==> src/rtl/ide_dma_pkg.sv <==
package ide_dma_pkg;
  localparam int CW = 32;
  localparam int FW = 4;
  localparam logic [CW-1:0] RST_WORD = 32'h0007_7771;
  localparam logic [CW-1:0] RSV_MASK = 32'h7FE0_0000;
  localparam int MODE_BIT = 20;

  typedef enum logic [1:0] {PH_IDLE, PH_SETUP, PH_PULSE, PH_RECOV} phase_e;

  typedef struct packed {
    logic [FW-1:0] rd_rec;
    logic [FW-1:0] rd_pw;
    logic [FW-1:0] wr_rec;
    logic [FW-1:0] wr_pw;
    logic [FW-1:0] setup;
  } timing_t;

  function automatic timing_t decode_timing(input logic [5*FW-1:0] w);
    timing_t t;
    t = timing_t'(w);
    return t;
  endfunction

  // counter load for a phase: field value, phase ends when counter reaches zero
  function automatic logic [FW-1:0] phase_load(input logic [FW-1:0] field);
    return field;
  endfunction

  function automatic logic [CW-1:0] clean_word(input logic [CW-1:0] w);
    return w & ~RSV_MASK;
  endfunction
endpackage

==> src/rtl/ide_timing_reg.sv <==
module ide_timing_reg
  import ide_dma_pkg::*;
#(
  parameter int W = CW,
  parameter logic [W-1:0] RESET_VAL = RST_WORD
) (
  input  logic         clk,
  input  logic         rst_n,
  input  logic         wr_en,
  input  logic [W-1:0] wdata,
  output logic [W-1:0] q
);
  always_ff @(posedge clk or negedge rst_n) begin
    if (!rst_n) q <= RESET_VAL;
    else if (wr_en) q <= clean_word(wdata);
  end
endmodule

==> src/rtl/ide_mode_gate.sv <==
module ide_mode_gate
  import ide_dma_pkg::*;
#(
  parameter int W = CW,
  parameter int SEL_BIT = MODE_BIT
) (
  input  logic [W-1:0] word,
  output logic         mdma_ok
);
  assign mdma_ok = ~word[SEL_BIT];
endmodule

==> src/rtl/ide_phase_seq.sv <==
module ide_phase_seq
  import ide_dma_pkg::*;
(
  input  logic            clk,
  input  logic            rst_n,
  input  logic [5*FW-1:0] cfg_fields,
  input  logic            mdma_ok,
  input  logic            req_valid,
  input  logic            req_write,
  output logic            req_ready,
  output phase_e          nxt_phase,
  output logic            nxt_wr,
  output logic            nxt_done,
  output logic            accept_evt,
  output logic            phase_end_evt
);
  phase_e        phase_q;
  logic [FW-1:0] cnt_q, cnt_d;
  logic          wr_q;
  timing_t       snap_q, snap_d;

  assign req_ready     = (phase_q == PH_IDLE) && mdma_ok;
  assign accept_evt    = req_ready && req_valid;
  assign phase_end_evt = (phase_q != PH_IDLE) && (cnt_q == '0);

  always_comb begin
    nxt_phase = phase_q;
    nxt_wr    = wr_q;
    nxt_done  = 1'b0;
    snap_d    = snap_q;
    cnt_d     = (cnt_q != '0) ? cnt_q - 1'b1 : cnt_q;
    unique case (phase_q)
      PH_IDLE: begin
        cnt_d = cnt_q;
        if (accept_evt) begin
          snap_d    = decode_timing(cfg_fields);
          nxt_wr    = req_write;
          nxt_phase = PH_SETUP;
          cnt_d     = phase_load(snap_d.setup);
        end
      end
      PH_SETUP: if (phase_end_evt) begin
        nxt_phase = PH_PULSE;
        cnt_d     = phase_load(wr_q ? snap_q.wr_pw : snap_q.rd_pw);
      end
      PH_PULSE: if (phase_end_evt) begin
        nxt_phase = PH_RECOV;
        cnt_d     = phase_load(wr_q ? snap_q.wr_rec : snap_q.rd_rec);
      end
      PH_RECOV: if (phase_end_evt) begin
        nxt_phase = PH_IDLE;
        nxt_done  = 1'b1;
        cnt_d     = '0;
      end
      default: nxt_phase = PH_IDLE;
    endcase
  end

  always_ff @(posedge clk or negedge rst_n) begin
    if (!rst_n) begin
      phase_q <= PH_IDLE;
      cnt_q   <= '0;
      wr_q    <= 1'b0;
      snap_q  <= '0;
    end else begin
      phase_q <= nxt_phase;
      cnt_q   <= cnt_d;
      wr_q    <= nxt_wr;
      snap_q  <= snap_d;
    end
  end
endmodule

==> src/rtl/ide_strobe_drv.sv <==
module ide_strobe_drv
  import ide_dma_pkg::*;
(
  input  logic   clk,
  input  logic   rst_n,
  input  phase_e nxt_phase,
  input  logic   nxt_wr,
  input  logic   nxt_done,
  output logic   cs_n,
  output logic   dack_n,
  output logic   rd_n,
  output logic   wr_n,
  output logic   done
);
  logic sel_d, pulse_d;
  assign sel_d   = (nxt_phase != PH_IDLE);
  assign pulse_d = (nxt_phase == PH_PULSE);

  always_ff @(posedge clk or negedge rst_n) begin
    if (!rst_n) begin
      cs_n   <= 1'b1;
      dack_n <= 1'b1;
      rd_n   <= 1'b1;
      wr_n   <= 1'b1;
      done   <= 1'b0;
    end else begin
      cs_n   <= ~sel_d;
      dack_n <= ~sel_d;
      rd_n   <= ~(pulse_d && !nxt_wr);
      wr_n   <= ~(pulse_d && nxt_wr);
      done   <= nxt_done;
    end
  end
endmodule

==> src/rtl/ide_dma_strobe_timer.sv <==
module ide_dma_strobe_timer
  import ide_dma_pkg::*;
(
  input  logic          clk,
  input  logic          rst_n,
  input  logic          reg_wr_en,
  input  logic [CW-1:0] reg_wdata,
  output logic [CW-1:0] reg_rdata,
  input  logic          req_valid,
  input  logic          req_write,
  output logic          req_ready,
  output logic          done,
  output logic          cs_n,
  output logic          dack_n,
  output logic          rd_n,
  output logic          wr_n
);
  logic [CW-1:0] cfg_q;
  logic          mdma_ok;
  phase_e        nxt_phase;
  logic          nxt_wr, nxt_done;
  logic          accept_evt, phase_end_evt;

  ide_timing_reg #(.W(CW), .RESET_VAL(RST_WORD)) u_reg (
    .clk(clk), .rst_n(rst_n), .wr_en(reg_wr_en), .wdata(reg_wdata), .q(cfg_q)
  );

  ide_mode_gate #(.W(CW), .SEL_BIT(MODE_BIT)) u_gate (
    .word(cfg_q), .mdma_ok(mdma_ok)
  );

  ide_phase_seq u_seq (
    .clk(clk), .rst_n(rst_n), .cfg_fields(cfg_q[5*FW-1:0]), .mdma_ok(mdma_ok),
    .req_valid(req_valid), .req_write(req_write), .req_ready(req_ready),
    .nxt_phase(nxt_phase), .nxt_wr(nxt_wr), .nxt_done(nxt_done),
    .accept_evt(accept_evt), .phase_end_evt(phase_end_evt)
  );

  ide_strobe_drv u_drv (
    .clk(clk), .rst_n(rst_n), .nxt_phase(nxt_phase), .nxt_wr(nxt_wr),
    .nxt_done(nxt_done), .cs_n(cs_n), .dack_n(dack_n), .rd_n(rd_n),
    .wr_n(wr_n), .done(done)
  );

  assign reg_rdata = cfg_q;
endmodule

==> config.mk <==
export PLATFORM = sky130hd
export DESIGN_NAME = ide_dma_strobe_timer
export DESIGN_NICKNAME = d
export VERILOG_FILES = /design/src/rtl/ide_dma_pkg.sv /design/src/rtl/ide_timing_reg.sv /design/src/rtl/ide_mode_gate.sv /design/src/rtl/ide_phase_seq.sv /design/src/rtl/ide_strobe_drv.sv /design/src/rtl/ide_dma_strobe_timer.sv
export SDC_FILE = /design/constraint.sdc
export NUM_CORES = 1
export LEC_CHECK = 0
export ABC_AREA = 1
export BUFFER_PORTS_ARGS = -buffer_cell sky130_fd_sc_hd__buf_2
export CORE_MARGIN = 8
export CORE_UTILIZATION = 45
export CTS_CLUSTER_SIZE = 20
export DETAILED_ROUTE_END_ITERATION = 6
export PLACE_DENSITY_LB_ADDON = 0.3
export SLEW_MARGIN = 20
export SYNTH_ARGS = -nofsm -noshare
export SYNTH_HDL_FRONTEND = slang
export SYNTH_HIERARCHICAL = 1
export SYNTH_SLANG_ARGS = --single-unit
==> constraint.sdc <==
create_clock -name clk -period 1.5 [get_ports clk]
set_input_delay 0.225 -clock clk [delete_from_list [all_inputs] [get_ports clk]]
set_output_delay 0.225 -clock clk [all_outputs]
set_load 0.01 [all_outputs]
==> run metrics, run 1 <==
status=finished clean; leading cell types by count after synthesis=nand2_1, dfrtp_1, inv_1, dfstp_2, nor2_1; hold wc startpoint=reg_wdata[6]; metal3 WL=322 um; initial antenna violation count=0; top_reg_cell synth=dfrtp_1; wire length on met1=2160 um; CP endpoint kind=output port; CP Buf/Inv Count=3; Tmin final=1.45 ns; synthesized cell area=2290 um^2; Top Family by Delay on Critical Path=flip-flops; crit path max fanout=5; Yosys reg bits=49; most common cell in the synthesized netlist=nand2_1; Final nets=~390; ANT cells=0; largest area contributor in the netlist=dfrtp_1; share of cells above drive strength 1=30.6%; Placed Area=approximately 2600 um^2; # setup viols final=0; CTS tree=built; slowest CP cell=dfrtp_1; Yosys warnings=6; port bufs=54; Core Area=roughly 5000 um^2; Fmax=between 600 and 700 MHz; Crit path required time=1.27 ns; fin. max-slew vios=0; total gr overflow=0; CP startpoint=u_seq/phase_q[0]$_DFF_PN0_; Std-Cell Rows=26; IO Pins=75; P&R area growth vs syn=21.2%; worst min path class=in -> reg; final estimated routing congestion in global placement=0.771; Final Hold Fails=0; CP Cell Sequence=nor2_4, buf_4, inv_2, nor2_2, buf_2; Die H=87.4 um; Final Cell Area=2780 um^2; FF-to-FF Start=u_seq/cnt_q[1]$_DFFE_PN0P_; die area=7630 um^2; Post-DP HPWL=approximately 3700 um; clk buf depth=2; CP arrival=1.23 ns; final worst path period share=97.0%; Fin Clk Skew=0.00886 ns; max cap viols=0; Seq/Total Area, Yosys=a little over half; share of the synthesized area in the top cell type=36.0%; clock slew at reported path FFs=~0.090 ns; final antenna-violating net count=0; asr flop ratio synth=100%; Top Layer Used=met4; final WL=a little under 5000 um; Post-Syn Instances=283; DR pass1 iterations=4; largest net degree at the start of global routing=50; FF-to-FF setup slack=0.10 ns; Starting Density=45.8%; H-tree lvl count=2; clock insertion delay at the later pin of the skew report=0.30 ns; critical path class=reg -> out; CTS buffer count=5; Avg WL per Cell=11.7 um; Critical Path Source Type=flip-flop; number of synthesized flops with an enable pin=0; RSZ-0062 raised after global routing=yes; vias per cell=around 4.5; Synth area leaders=dfrtp_1, nand2_1, dfstp_2; wire length on met2=2350 um; all-layer global routing usage=13.4%; pwr/cell area=roughly 1700 nW/um^2; first-pass GRT wire length=8220 um; vias=1873; root buf cell=clkbuf_8; number of fillers in the final layout=510; Leakage=1.54 nW; Syn Area/Cell=8.10 um^2; Die Wd=87.4 um; initial DRC count=76; vias in the first global route=roughly 1.9k; Remaining DRCs=0; Num Clock Sinks=49; Final Hold Slack=between 0.1 and 0.15 ns; VDD IR-drop max=0.774 mV; Critical Path Max Stage Delay=0.41 ns; synth unique cells=20
power breakdown:
group	leakage, nW	switching [mW]	internal, mW
registers	0.576	0.199	1.75
logic	0.911	1.08	0.766
clock network	0.0542	0.416	0.417
total	1.54	1.70	2.93
tightest hold or removal path, cell delays in order:
cell and delay, ns:
buf_2 0.10, nand2_1 0.05, nand2_1 0.05
cell type report:
cell class	instances	area, um^2	area share (%)
Clock buffer	7	96.3	3.47
Clock inverter	1	5.00	0.180
Inverter	29	109	3.92
Multi-Input combinational cell	195	837	30.1
Sequential cell	49	1250	44.8
Tap cell	70	87.6	3.15
Timing Repair Buffer	69	398	14.3
cells by family after synthesis:
| logic type | count (synthesis) | synth area share (%) |
|---|---|---|
| and+or+nand+nor | 162 | 28.2 |
| DFF | 49 | 54.4 |
| adders and majority gates | 1 | 0.546 |
| buffers and inverters | 48 | 11.4 |
| other | 1 | 0.164 |
| AOI/OAI and AO/OA | 22 | 5.35 |
state kept, by name (all words and copies together) (netlist names):
register and count:
u_drv/rd_n 1, u_seq/phase_q 2, u_reg/q 22, u_drv/wr_n 1, u_drv/dack_n 1, u_seq/wr_q 1, u_drv/done 1, u_seq/cnt_q 4
u_seq/snap_q 16
stage by stage:
stage          util (%)  setup slack [ns]  power [mW]  cells  TNS, ns
2_1_floorplan         -             0.138        3.16    292        0
3_3_place_gp       52.0            0.0597        3.58    405        0
3_5_place_dp       52.0           0.00876        3.64    405        0
4_1_cts            54.7           0.00395        4.56    417        0
5_1_grt            55.5           -0.0348        5.06    420   -0.190
6_report           55.5            0.0454        4.63    420        0
final timing paths:
kind / end / cells after the start
setup reg to reg: u_drv/dack_n$_DFF_PN1_ / 9
max in group asynchronous: u_reg/q[4]$_DFFE_PN1P_ / 3
hold / removal: u_reg/q[6]$_DFFE_PN1P_ / 3
hold reg to reg: u_reg/q[5]$_DFFE_PN1P_ / 2
setup / recovery: req_ready / 5
min in group asynchronous: u_drv/done$_DFF_PN0_ / 3
placed cells by master (no fill, tap or decap), types with 5 or more instances in the layout:
cell | synthesis | routed
nand2_1 | 134 | 133
buf_2 | 2 | 54
dfrtp_1 | 33 | 33
inv_1 | 27 | 24
dfstp_2 | 16 | 16
nor2_1 | 16 | 14
buf_4 | 13 | 13
conb_1 | 1 | 10
o21ai_0 | 11 | 10
clkbuf_8 | 0 | 7
nand3_1 | 7 | 7
inv_2 | 2 | 5
o211ai_1 | 5 | 5
per-layer routing:
layer  global-route usage [%]  vias up
met5                        0        -
met4                     4.38        0
met3                     3.87        6
met2                     22.9       50
met1                     15.8      848
li1                         -      969
repair_timing:
item                                   in CTS  in global routing
cloned                                      0                  0
resized for setup                           1                  9
hold buffers                                1                  0
setup buffers                               3                  3
setup endpoints to repair                   2                 11
pin swaps                                   1                  4
endpoints found under the hold margin      33                  0
Note: power is estimated with default switching activity, not from simulation.
==> run 2, diff against run 1 <==
Settings changed: ABC_AREA 1 to unset.
==> run 2 against run 1 <==
Effect of this change: sequential power up 4%; clock-buffer cell count unchanged; critical endpoint is now u_seq/cnt_q[1]$_DFFE_PN0P_; first-iteration DRC count down 17%; the run now ends with setup timing left; routed wire length down 3.9%; die area down 2.6%; sequential cell count unchanged; hold slack better by 0.035 ns; critical path depth up 1; largest cell class unchanged; sequential share of layout area down 0.87 points.
==> run metrics, run 2 <==
pwr/cell area=between 1500 and 2000 nW/um^2; Tot Pwr=4.97 mW; Syn Area/Cell=11.0 um^2; Placed Area=2610 um^2; Final Hold Slack=approximately 0.15 ns; Remaining DRCs=0; final estimated routing congestion in global placement=0.829; Final Cell Area=2830 um^2; fin. max-slew vios=0; vias per cell=4.78; Leakage=around 1.4 nW; IO Pins=75; Biggest register=u_reg/q; crit path max fanout=4; number of fillers in the final layout=420; CP arrival=1.87 ns; worst min path class=in -> reg; total gr overflow=0; Final Hold Fails=0; Least-Margin Pin Slew=0.506 ns; share of cells above drive strength 1=49.6%; Yosys warnings=6; P&R area growth vs syn=27.7%; Critical Path Source Type=flip-flop; largest registers=u_reg/q (22), u_seq/snap_q (16), u_seq/cnt_q (4); final worst path period share=110%; final WL=around 4700 um; die area=7440 um^2; max reg flops=22; Final nets=309; Core Area=4750 um^2; Num Clock Sinks=49; Avg WL per Cell=about 14 um; placed cell count=about 330; setup ws final=-0.149 ns; critical path class=reg -> reg; initial DRC count=63; failing checks=setup timing; RSZ-0062 raised after global routing=yes; commonest non-fill, non-tap cell in the layout=buf_2; DR pass1 iterations=4; Die Wd=86.2 um; # setup viols final=6; initial antenna violation count=0; CTS buffer count=5; Relative slew margins=between 60 and 70%; CP endpoint kind=flip-flop; Std-Cell Rows=25; Crit path required time=around 1.7 ns; Tmin final=1.65 ns; Starting Density=46.7%; status=complete, but fails checks; Die H=86.2 um; root buf cell=clkbuf_8; vias=1619; Post-Syn Instances=201; all-layer global routing usage=between 10% and 20%; final antenna-violating net count=0; H-tree lvl count=2; synthesized cell area=2220 um^2; ANT cells=0; clock insertion delay at the later pin of the skew report=0.30 ns; Finished Layout Cells=339; clock slew at reported path FFs=approximately 0.090 ns; port bufs=54; vias in the first global route=1702; Fmax=606 MHz; CTS tree=built; clk buf depth=2; Fin Clk Skew=0.00718 ns; final design utilization=59.6%; most frequent cells in the layout=buf_2, nand2_1, dfrtp_1; largest net degree at the start of global routing=23; VDD IR-drop max=0.942 mV; max cap viols=0; first-pass GRT wire length=roughly 7800 um; Post-DP HPWL=3430 um
[run 2: per-stage QoR]
step	TNS, ns	worst slack [ns]
after floorplan	-0.228	-0.205
after global placement	-0.458	-0.131
after detailed placement	-0.701	-0.167
after CTS	-0.486	-0.148
after global routing	-1.23	-0.228
final	-0.622	-0.149
[run 2: layout make-up]
| type | instances | area, um^2 | share of cell area (%) |
|---|---|---|---|
| clock buffers | 7 | 86.3 | 3.05 |
| flip-flops and latches | 49 | 1250 | 44.0 |
| repair buffers | 75 | 463 | 16.3 |
| well taps | 67 | 83.8 | 2.96 |
| clock inverters | 1 | 30.0 | 1.06 |
| multi-input cells | 134 | 902 | 31.8 |
| inverters | 6 | 22.5 | 0.795 |
[run 2: path summary, 6_finish.rpt]
kind,slack [ns],end,from,cells after the start
worst max-delay path,-0.15,u_seq/cnt_q[1]$_DFFE_PN0P_,u_seq/cnt_q[0]$_DFFE_PN0P_,6
worst min-delay path,0.15,u_reg/q[2]$_DFFE_PN0P_,reg_wdata[2],2
min in group asynchronous,0.42,u_seq/snap_q[18]$_DFFE_PN0P_,rst_n,2
worst max register to register,-0.15,u_seq/cnt_q[1]$_DFFE_PN0P_,u_seq/cnt_q[0]$_DFFE_PN0P_,6
worst min register to register,0.48,u_seq/snap_q[16]$_DFFE_PN0P_,u_seq/snap_q[16]$_DFFE_PN0P_,2
max in group asynchronous,0.52,u_seq/snap_q[6]$_DFFE_PN0P_,rst_n,3
[run 2: metal layers]
layer / up-vias / global-route usage [%] / part of all wire [%]
li1: 800 / - / -
met1: 768 / 14.8 / 43
met2: 44 / 22.3 / 49
met3: 7 / 4.73 / 6.2
met4: 0 / 5.01 / 1.8
met5: - / 0 / 0
[run 2: power by group]
group / total (mW) / internal [mW] / switching [mW]
clock: 0.959 / 0.544 / 0.416
sequential: 2.03 / 1.76 / 0.270
combinational: 1.98 / 0.984 / 0.995
[run 2: critical path: stages, from the launching register on]
cell and delay [ns]:
dfrtp_1 0.39, inv_2 0.08, ha_4 0.13, or3b_4 0.38
buf_6 0.14, a211o_1 0.27, a31oi_1 0.17
[run 2: repair_timing]
| item | in CTS | in global routing |
|---|---|---|
| buffers inserted | 2 | 2 |
| resized for setup | 6 | 12 |
| hold endpoints to repair | 11 | 0 |
| hold buffers | 1 | 0 |
| setup endpoints to repair | 7 | 8 |
| pin swaps | 4 | 5 |
==> run 3, diff against run 2 <==
--- a/config.mk
+++ b/config.mk
@@ -8,5 +8,5 @@
 export BUFFER_PORTS_ARGS = -buffer_cell sky130_fd_sc_hd__buf_2
 export CORE_MARGIN = 8
-export CORE_UTILIZATION = 45
+export CORE_UTILIZATION = 50
 export CTS_CLUSTER_SIZE = 20
 export DETAILED_ROUTE_END_ITERATION = 6
==> constraint.sdc (replaced) <==
create_clock -name clk -period 1.55 [get_ports clk]
set_input_delay 0.2325 -clock clk [delete_from_list [all_inputs] [get_ports clk]]
set_output_delay 0.2325 -clock clk [all_outputs]
set_load 0.02 [all_outputs]
==> run 3 against run 2 <==
Effect of this change: the flow still finishes with violations (setup timing); sequential power is 3% lower; non-clock buffer count increased by 1; core utilization up 4.7 points; clock skew barely moved; critical path type unchanged.
==> run metrics, run 3 (same netlist as run 2, synthesis figures left out) <==
initial DRC count=93; final WL=about 4700 um; Sequential Power Share=40.6%; # setup viols final=6; commonest non-fill, non-tap cell in the layout=buf_2; ANT cells=0; Final nets=310; vias in the first global route=1734; fin. max-slew vios=0; crit path max fanout=4; Crit path required time=roughly 1.8 ns; total gr overflow=0; Setup TNS=-0.464 ns; Starting Density=about half; clk buf depth=2; largest registers=u_reg/q (22), u_seq/snap_q (16), u_seq/cnt_q (4); Reg area=1250 um^2; Biggest register=u_reg/q; Critical Path Source Type=flip-flop; Tmin final=roughly 1.7 ns; max cap viols=0; Fin Clk Skew=0.00693 ns; vias=about 1.7k; clock slew at reported path FFs=0.09 ns; placed cell count=310; cell-internal power=~3.1 mW; Num Clock Sinks=between 40 and 50; port bufs=54; initial antenna violation count=0; Multi-input gate area=887 um^2; root buf cell=clkbuf_8; final antenna-violating net count=0; Remaining DRCs=0; P&R area growth vs syn=25.3%; Avg WL per Cell=14.4 um; number of fillers in the final layout=349; Leakage=1.37 nW; Clock power frac=16.7%; final design utilization=64.3%; Die Wd=a little over 80 um; failing checks=setup timing; Final Hold Fails=0; status=complete, but fails checks; Post-Place Worst Slack=-0.122 ns; largest net degree at the start of global routing=50; Core Area=~4300 um^2; die area=6830 um^2; pwr/cell area=1740 nW/um^2; Die H=82.6 um; CP arrival=1.89 ns; Post-DP HPWL=3320 um; Std-Cell Rows=24; CTS tree=built; most frequent cells in the layout=buf_2, nand2_1, dfrtp_1; first-pass GRT wire length=7680 um; vias per cell=5.16; worst min path class=in -> reg; RSZ-0062 raised after global routing=yes; IO Pins=75; final estimated routing congestion in global placement=0.814; final worst path period share=108%; total net switching power=1.72 mW; VDD IR-drop max=0.862 mV; H-tree lvl count=2; DR pass1 iterations=4; Finished Layout Cells=325; Net Sw Frac=35.5%; critical path class=reg -> reg; setup ws final=-0.118 ns; CTS buffer count=5; clock insertion delay at the later pin of the skew report=~0.3 ns; all-layer global routing usage=14.5%; CP endpoint kind=flip-flop; Logic pwr share=~43%; max reg flops=22; share of cells above drive strength 1=49.1%; Fmax=600 MHz
==> run 3: per-stage QoR <==
stage / total power [mW] / hold WS (ns) / area (um^2)
after floorplan: 3.14 / -0.0631 / 2260
after global placement: 3.67 / 0.235 / 2570
after detailed placement: 3.74 / 0.240 / 2570
after CTS: 4.73 / 0.148 / 2740
after global routing: 5.16 / 0.154 / 2780
final: 4.84 / 0.156 / 2780
==> run 3: final cells by class <==
class | count | area share [%]
clock buffer | 7 | 3.47
multi-input combinational | 134 | 31.9
sequential | 49 | 44.8
tap | 52 | 2.34
timing repair buffer | 76 | 16.5
inverter | 6 | 0.810
clock inverter | 1 | 0.180
==> run 3: routing by layer <==
layer  wire length, um  up-vias  global-route usage, %
met4                53        0                   4.48
met1              1880      824                   16.0
met5                 0        -                      0
met3               302        6                   4.76
met2              2450       49                   25.7
li1                  -      798                      -
==> run 3: path summary, 6_finish.rpt <==
| kind | depth (start not counted) | from | slack [ns] | end |
|---|---|---|---|---|
| setup / recovery | 6 | u_seq/cnt_q[1]$_DFFE_PN0P_ | -0.12 | u_drv/rd_n$_DFF_PN1_ |
| hold / removal | 2 | reg_wdata[20] | 0.16 | u_reg/q[20]$_DFFE_PN0P_ |
| setup reg to reg | 6 | u_seq/cnt_q[1]$_DFFE_PN0P_ | -0.12 | u_drv/rd_n$_DFF_PN1_ |
| hold reg to reg | 2 | u_seq/snap_q[5]$_DFFE_PN0P_ | 0.48 | u_seq/snap_q[5]$_DFFE_PN0P_ |
| max in group asynchronous | 3 | rst_n | 0.83 | u_reg/q[10]$_DFFE_PN1P_ |
| min in group asynchronous | 3 | rst_n | 0.44 | u_reg/q[20]$_DFFE_PN0P_ |
==> run 3: power by group through the flow <==
stage | Clock (mW) | Sequential (mW) | Combinational [mW]
detailed placement | 0 | 1.98 | 1.76
global route | 0.874 | 2.02 | 2.27
global placement | 0 | 1.97 | 1.70
finish | 0.808 | 1.97 | 2.07
floorplan | 0 | 2.04 | 1.10
CTS | 0.840 | 1.97 | 1.93
==> run 3: critical path: stages (launching register included) <==
cell and delay, ns:
dfrtp_1 0.40, inv_2 0.09, ha_4 0.13, or3b_4 0.39, nand2_2 0.06, o211ai_1 0.13, or3b_1 0.40
==> run 3: repair_timing <==
| item | in CTS | in global routing |
|---|---|---|
| hold endpoints to repair | 33 | 0 |
| resized for setup | 8 | 5 |
| buffers inserted | 4 | 2 |
| pin swaps | 5 | 6 |
| hold buffers | 1 | 0 |
| setup endpoints to repair | 7 | 8 |
